===== src/rtl/vote_pkg.sv =====
`timescale 1ns/1ps
package vote_pkg;
  localparam int unsigned CAND_W_DEF  = 3;
  localparam int unsigned TALLY_W_DEF = 32;
endpackage


===== src/rtl/vote_decode.sv =====
`timescale 1ns/1ps
// Candidate code to one-hot write enable, gated by vote valid.
module vote_decode #(
  parameter int unsigned CAND_W = vote_pkg::CAND_W_DEF,
  localparam int unsigned N = 1 << CAND_W
) (
  input  logic              clk,
  input  logic              rst,
  input  logic              valid,
  input  logic [CAND_W-1:0] cand,
  output logic [N-1:0]      we
);
  always_comb begin
    we = '0;
    if (valid) we[cand] = 1'b1;
  end

  // never more than one enable at a time
  assert_single_enable_R3: assert property (@(posedge clk) disable iff (rst)
    $onehot0(we));
  // no enable without a valid vote
  assert_idle_no_write_R4: assert property (@(posedge clk) disable iff (rst)
    !valid |-> (we == '0));
  // a valid vote always produces an enable
  assert_vote_enables_R2: assert property (@(posedge clk) disable iff (rst)
    valid |-> ($countones(we) == 1));
endmodule


===== src/rtl/tally_pick.sv =====
`timescale 1ns/1ps
// Selects one word out of a bank of tallies.
module tally_pick #(
  parameter int unsigned SEL_W = vote_pkg::CAND_W_DEF,
  parameter int unsigned W     = vote_pkg::TALLY_W_DEF,
  localparam int unsigned N = 1 << SEL_W
) (
  input  logic [N-1:0][W-1:0] bank,
  input  logic [SEL_W-1:0]    sel,
  output logic [W-1:0]        word
);
  assign word = bank[sel];
endmodule


===== src/rtl/tally_bank.sv =====
`timescale 1ns/1ps
// Eight (2**CAND_W) tally registers sharing one write-data bus.
module tally_bank #(
  parameter int unsigned N = 8,
  parameter int unsigned W = vote_pkg::TALLY_W_DEF
) (
  input  logic              clk,
  input  logic              rst,
  input  logic [N-1:0]      we,
  input  logic [W-1:0]      wdata,
  output logic [N-1:0][W-1:0] tally
);
  logic rst_d1;
  always_ff @(posedge clk) rst_d1 <= rst;

  for (genvar i = 0; i < N; i++) begin : g_reg
    always_ff @(posedge clk) begin
      if (rst)        tally[i] <= '0;
      else if (we[i]) tally[i] <= wdata;
    end

    // an enabled register advances by exactly one
    assert_step_one_R2: assert property (@(posedge clk) disable iff (rst)
      we[i] |=> (tally[i] == W'($past(tally[i]) + 1'b1)));
    // a register without enable holds
    assert_hold_R4: assert property (@(posedge clk) disable iff (rst)
      !we[i] |=> $stable(tally[i]));
    // all-ones wraps to zero
    assert_wrap_zero_R6: assert property (@(posedge clk) disable iff (rst)
      (we[i] && (tally[i] == '1)) |=> (tally[i] == '0));

    // one edge after reset every register is zero
    always @(posedge clk) begin
      if (rst_d1) begin
        assert_reset_clear_R1: assert (tally[i] == '0);
      end
    end
  end
endmodule


===== src/rtl/vote_tally_top.sv =====
`timescale 1ns/1ps
// Vote counter: decoder, shared +1 path, register bank, display mux.
module vote_tally_top #(
  parameter int unsigned CAND_W  = vote_pkg::CAND_W_DEF,
  parameter int unsigned TALLY_W = vote_pkg::TALLY_W_DEF
) (
  input  logic               clk,
  input  logic               rst,
  input  logic               vote_valid,
  input  logic [CAND_W-1:0]  vote_cand,
  input  logic [CAND_W-1:0]  show_sel,
  output logic [TALLY_W-1:0] show_tally
);
  localparam int unsigned N = 1 << CAND_W;

  logic [N-1:0]              we;
  logic [N-1:0][TALLY_W-1:0] tally;
  logic [TALLY_W-1:0]        cur;
  logic [TALLY_W-1:0]        bump;

  vote_decode #(.CAND_W(CAND_W)) u_dec (
    .clk(clk), .rst(rst), .valid(vote_valid), .cand(vote_cand), .we(we)
  );

  // operand side of the shared increment path
  tally_pick #(.SEL_W(CAND_W), .W(TALLY_W)) u_opnd (
    .bank(tally), .sel(vote_cand), .word(cur)
  );

  assign bump = cur + 1'b1;

  tally_bank #(.N(N), .W(TALLY_W)) u_bank (
    .clk(clk), .rst(rst), .we(we), .wdata(bump), .tally(tally)
  );

  // display side
  tally_pick #(.SEL_W(CAND_W), .W(TALLY_W)) u_show (
    .bank(tally), .sel(show_sel), .word(show_tally)
  );

  // reset beats a simultaneous vote
  assert_reset_wins_R7: assert property (@(posedge clk)
    (rst && vote_valid) |=> (tally[$past(vote_cand)] == '0));
endmodule


===== config.mk =====
export PLATFORM = sky130hd
export DESIGN_NAME = vote_tally_top
export DESIGN_NICKNAME = d
export VERILOG_FILES = /design/src/rtl/vote_pkg.sv /design/src/rtl/vote_decode.sv /design/src/rtl/tally_pick.sv /design/src/rtl/tally_bank.sv /design/src/rtl/vote_tally_top.sv
export SDC_FILE = /design/constraint.sdc
export NUM_CORES = 1
export LEC_CHECK = 0
export ABC_CLOCK_PERIOD_IN_PS = 6400
export BUFFER_PORTS_ARGS = -buffer_cell sky130_fd_sc_hd__buf_2
export CORE_MARGIN = 2
export CORE_UTILIZATION = 68
export DETAILED_ROUTE_END_ITERATION = 6
export PLACE_DENSITY = 0.86
export SYNTH_ARGS = -nofsm -noshare
export SYNTH_HDL_FRONTEND = slang
export SYNTH_SLANG_ARGS = --single-unit

===== constraint.sdc =====
create_clock -name clk -period 6.4 [get_ports clk]
set_clock_uncertainty 0.2 [all_clocks]
set_input_delay 0.32 -clock clk [delete_from_list [all_inputs] [get_ports clk]]
set_output_delay 0.32 -clock clk [all_outputs]
set_load 0.005 [all_outputs]

==> results.json <==
{
  "hold_buffers": 0,
  "drt-vias-per-instance": 7.35,
  "fillers": 1427,
  "synth_seq_cells": 256,
  "grt_max_degree": 112,
  "finalWeightedCongestion": 0.937,
  "synth_edf_count": 0,
  "arrival_ps": 4170,
  "yosys_warnings": 0,
  "cts_tree": "built",
  "power.density_mw_per_mm2": 230,
  "placed_cells": 1748,
  "hold_viol_final": 0,
  "netlist_area_mm2": 0.0144,
  "drtIter0Drc": 1919,
  "hpwlAfterDp_um": 26200,
  "r2r-start": "u_bank.tally[96]",
  "top_register": "u_bank.tally",
  "crit_top_cell": "nand4_1",
  "ant_nets": 0,
  "clkTransAtPathRegs_ps": 60,
  "syn_inst": 1547,
  "clk_latency_ps": 540,
  "fin_tns_setup_ps": 0,
  "fin_cells": 1797,
  "n_antenna_cell": 0,
  "crit_buf_inv": 1,
  "num_vias": 13205,
  "syn2layout_area_growth_pct": 6.78,
  "cp-end-kind": "flip-flop",
  "synth_cell_types": 65,
  "grt_pass1_wl_um": 69300,
  "min-delay-start": "rst",
  "crit_type": "input pin to flip-flop",
  "regArea_mm2": 0.00512,
  "avgSynthCellArea_um2": 9.29,
  "multi_input_area_mm2": 0.00851,
  "drc": 0,
  "setup.worst_path.start_class": "input pin",
  "wl_per_cell_um": 24.7,
  "worstHoldPathType": "input pin to flip-flop",
  "clock_path_buffers": 3,
  "cts_resized": 0,
  "largest_register_ffs": 256,
  "grtUsageMet3_pct": 10.3,
  "first_pass_iters": 6,
  "timing.max_cap.violations": 0,
  "yosysSeqAreaShare_pct": 35.7,
  "ys.flop_type": "dfxtp_1",
  "clock_sinks": 256,
  "finalSetupViolCount": 0,
  "pin_count": 41,
  "ir_worst_vdd_uv": 200,
  "overflow": 0,
  "start_util_pct": 68.8,
  "numPortBuffers": 40,
  "post-route-min-period_ps": 4010,
  "die-width_um": 149,
  "cp_cell_sequence": "buf_2 -> nor2_1 -> a22oi_1 -> nand4_1 -> nor3_2 -> nand4_1 -> nand3_1 -> a21oi_1",
  "finalWirelength_um": 44300,
  "critPathLaunch": "vote_cand[1]",
  "cts_root_buf": "clkbuf_16",
  "fmax_mhz": 249,
  "gr-usage-met2_pct": 61.4,
  "status": "finished, final reports clean",
  "final_net_count": 1512,
  "min_period_over_period_pct": 62.6,
  "critPathMaxStageDelay_ps": 910,
  "worstPathRequired_ps": 6560,
  "grtUsageTotal_pct": 40.0,
  "max_slew_margin_pct": 13.6,
  "dieArea_mm2": 0.0223,
  "met1_usage_pct": 50.4,
  "top_regs": "u_bank.tally x256",
  "cts_setup_buffers": 0,
  "cts_buffers": 27,
  "critical-path-top-delay-family": "simple AND/OR/NAND/NOR gates",
  "htreeDepth": 1,
  "worstMarginPinSlew_ps": 1290,
  "core_mm2": 0.0209,
  "p_leak_nw": 5.16,
  "grt_pass1_vias": 12883,
  "busiest_layer": "met2",
  "rows": 53,
  "async_reset_ff_share_pct": 0,
  "drive_gt1_share_pct": 19.6,
  "cp_max_fo": 29,
  "antenna_found_initial": 0,
  "cp_slowest_cell": "nor3_2",
  "rsz0062_at_grt": "false",
  "die_h_um": 149,
  "syn_nets": 1557,
  "maxSlewViolCount": 0
}
-- through the flow --
step,utilization [%],instance area (um2),worst slack (ps),power (W),hold WS [ps]
6_report,73.4,15300,2390,0.00353,127
5_1_grt,73.4,15300,2170,0.00360,173
4_1_cts,73.4,15300,2480,0.00352,143
3_5_place_dp,68.9,14400,1990,0.00189,256
3_3_place_gp,68.9,14400,2170,0.00188,248
2_1_floorplan,-,14400,3340,0.00183,241
-- cell usage after synthesis, drive strengths merged, types with 2 or more instances --
library cell,count,area [um2]
clkinv,2,7.51
a211oi,9,67.6
nor4,7,80.1
nor2b,3,18.8
and2b,2,15.0
o22ai,15,93.8
mux2i,40,419
o31ai,8,170
or4,9,93.8
o211ai,8,60.1
and2,7,46.3
o21ai,19,103
inv,3,11.3
nand2b,3,18.8
nand3,143,716
a21oi,215,1080
clkbuf,92,345
nor2,49,184
mux2,40,450
xnor2,9,78.8
a22oi,6,45.0
o311ai,8,77.6
and4,5,43.8
nand2,342,1290
buf,48,430
or3,3,18.8
nand4,24,165
a31oi,16,100
a31o,2,17.5
xor2,3,26.3
mux4,118,2720
a21o,2,15.0
nor3,19,105
dfxtp,256,5120
-- power breakdown --
part | internal, W | switching (W)
clock network | 0.00101 | 0.000663
registers | 0.00160 | 0.00000821
logic | 0.0000751 | 0.000176
total | 0.00268 | 0.000847
-- cell usage in the layout, fill, tap and decap left out, types with 3 or more instances in the layout --
cell type and count:
bufinv_16 4, nor2_4 6, nand2_1 340, mux2i_1 35, nor3_1 14, nor2_1 43
a211oi_1 9, nand3_1 143, o211ai_1 8, nor3_2 5, o22ai_1 15, nor2b_1 3
o311ai_0 6, o21ai_0 16, a31oi_1 16, clkinv_2 4, o31ai_4 8, and2_1 6
or4_4 7, xnor2_1 9, buf_2 36, xor2_1 3, and4_1 5, mux2_2 40
nand2b_1 3, a22oi_1 6, clkbuf_16 27, dfxtp_1 256, or3_1 3, mux2i_2 5
nor4_1 4, buf_4 29, mux4_2 102, mux4_1 16, clkbuf_1 6, a21oi_1 215
clkbuf_8 6, nand4_1 23
-- worst paths after layout --
kind / to / slack, ps / depth (start not counted)
min: u_bank.tally[33] / 130 / 2
min reg2reg: u_bank.tally[121] / 270 / 2
max: u_bank.tally[207] / 2390 / 8
max reg2reg: u_bank.tally[207] / 2800 / 8
-- cells by family after synthesis --
logic type	after synthesis	synth area share [%]
xor gates and xnor gates	12	0.732
DFF	256	35.7
buffers and inverters	145	5.53
muxes	198	25.0
adders and majority gates	1	0.0871
and+or+nand+nor	620	19.7
AOI/OAI and AO/OA	315	13.3
-- final cells by class --
type / count / area share, %
clock inverter: 10 / 1.01
tap: 275 / 2.24
multi-input combinational: 1146 / 55.5
timing repair buffer: 66 / 2.67
clock buffer: 39 / 5.09
inverter: 5 / 0.122
sequential: 256 / 33.4
-- layer usage --
| layer | wire length [um] | share of wire [%] | vias up |
|---|---|---|---|
| met4 | 2930 | 6.6 | 0 |
| met5 | 0 | 0 | - |
| met1 | 15300 | 34 | 6235 |
| met3 | 6150 | 14 | 301 |
| met2 | 20000 | 45 | 1054 |
| li1 | - | - | 5615 |
Power figures use the tool's default switching activity.
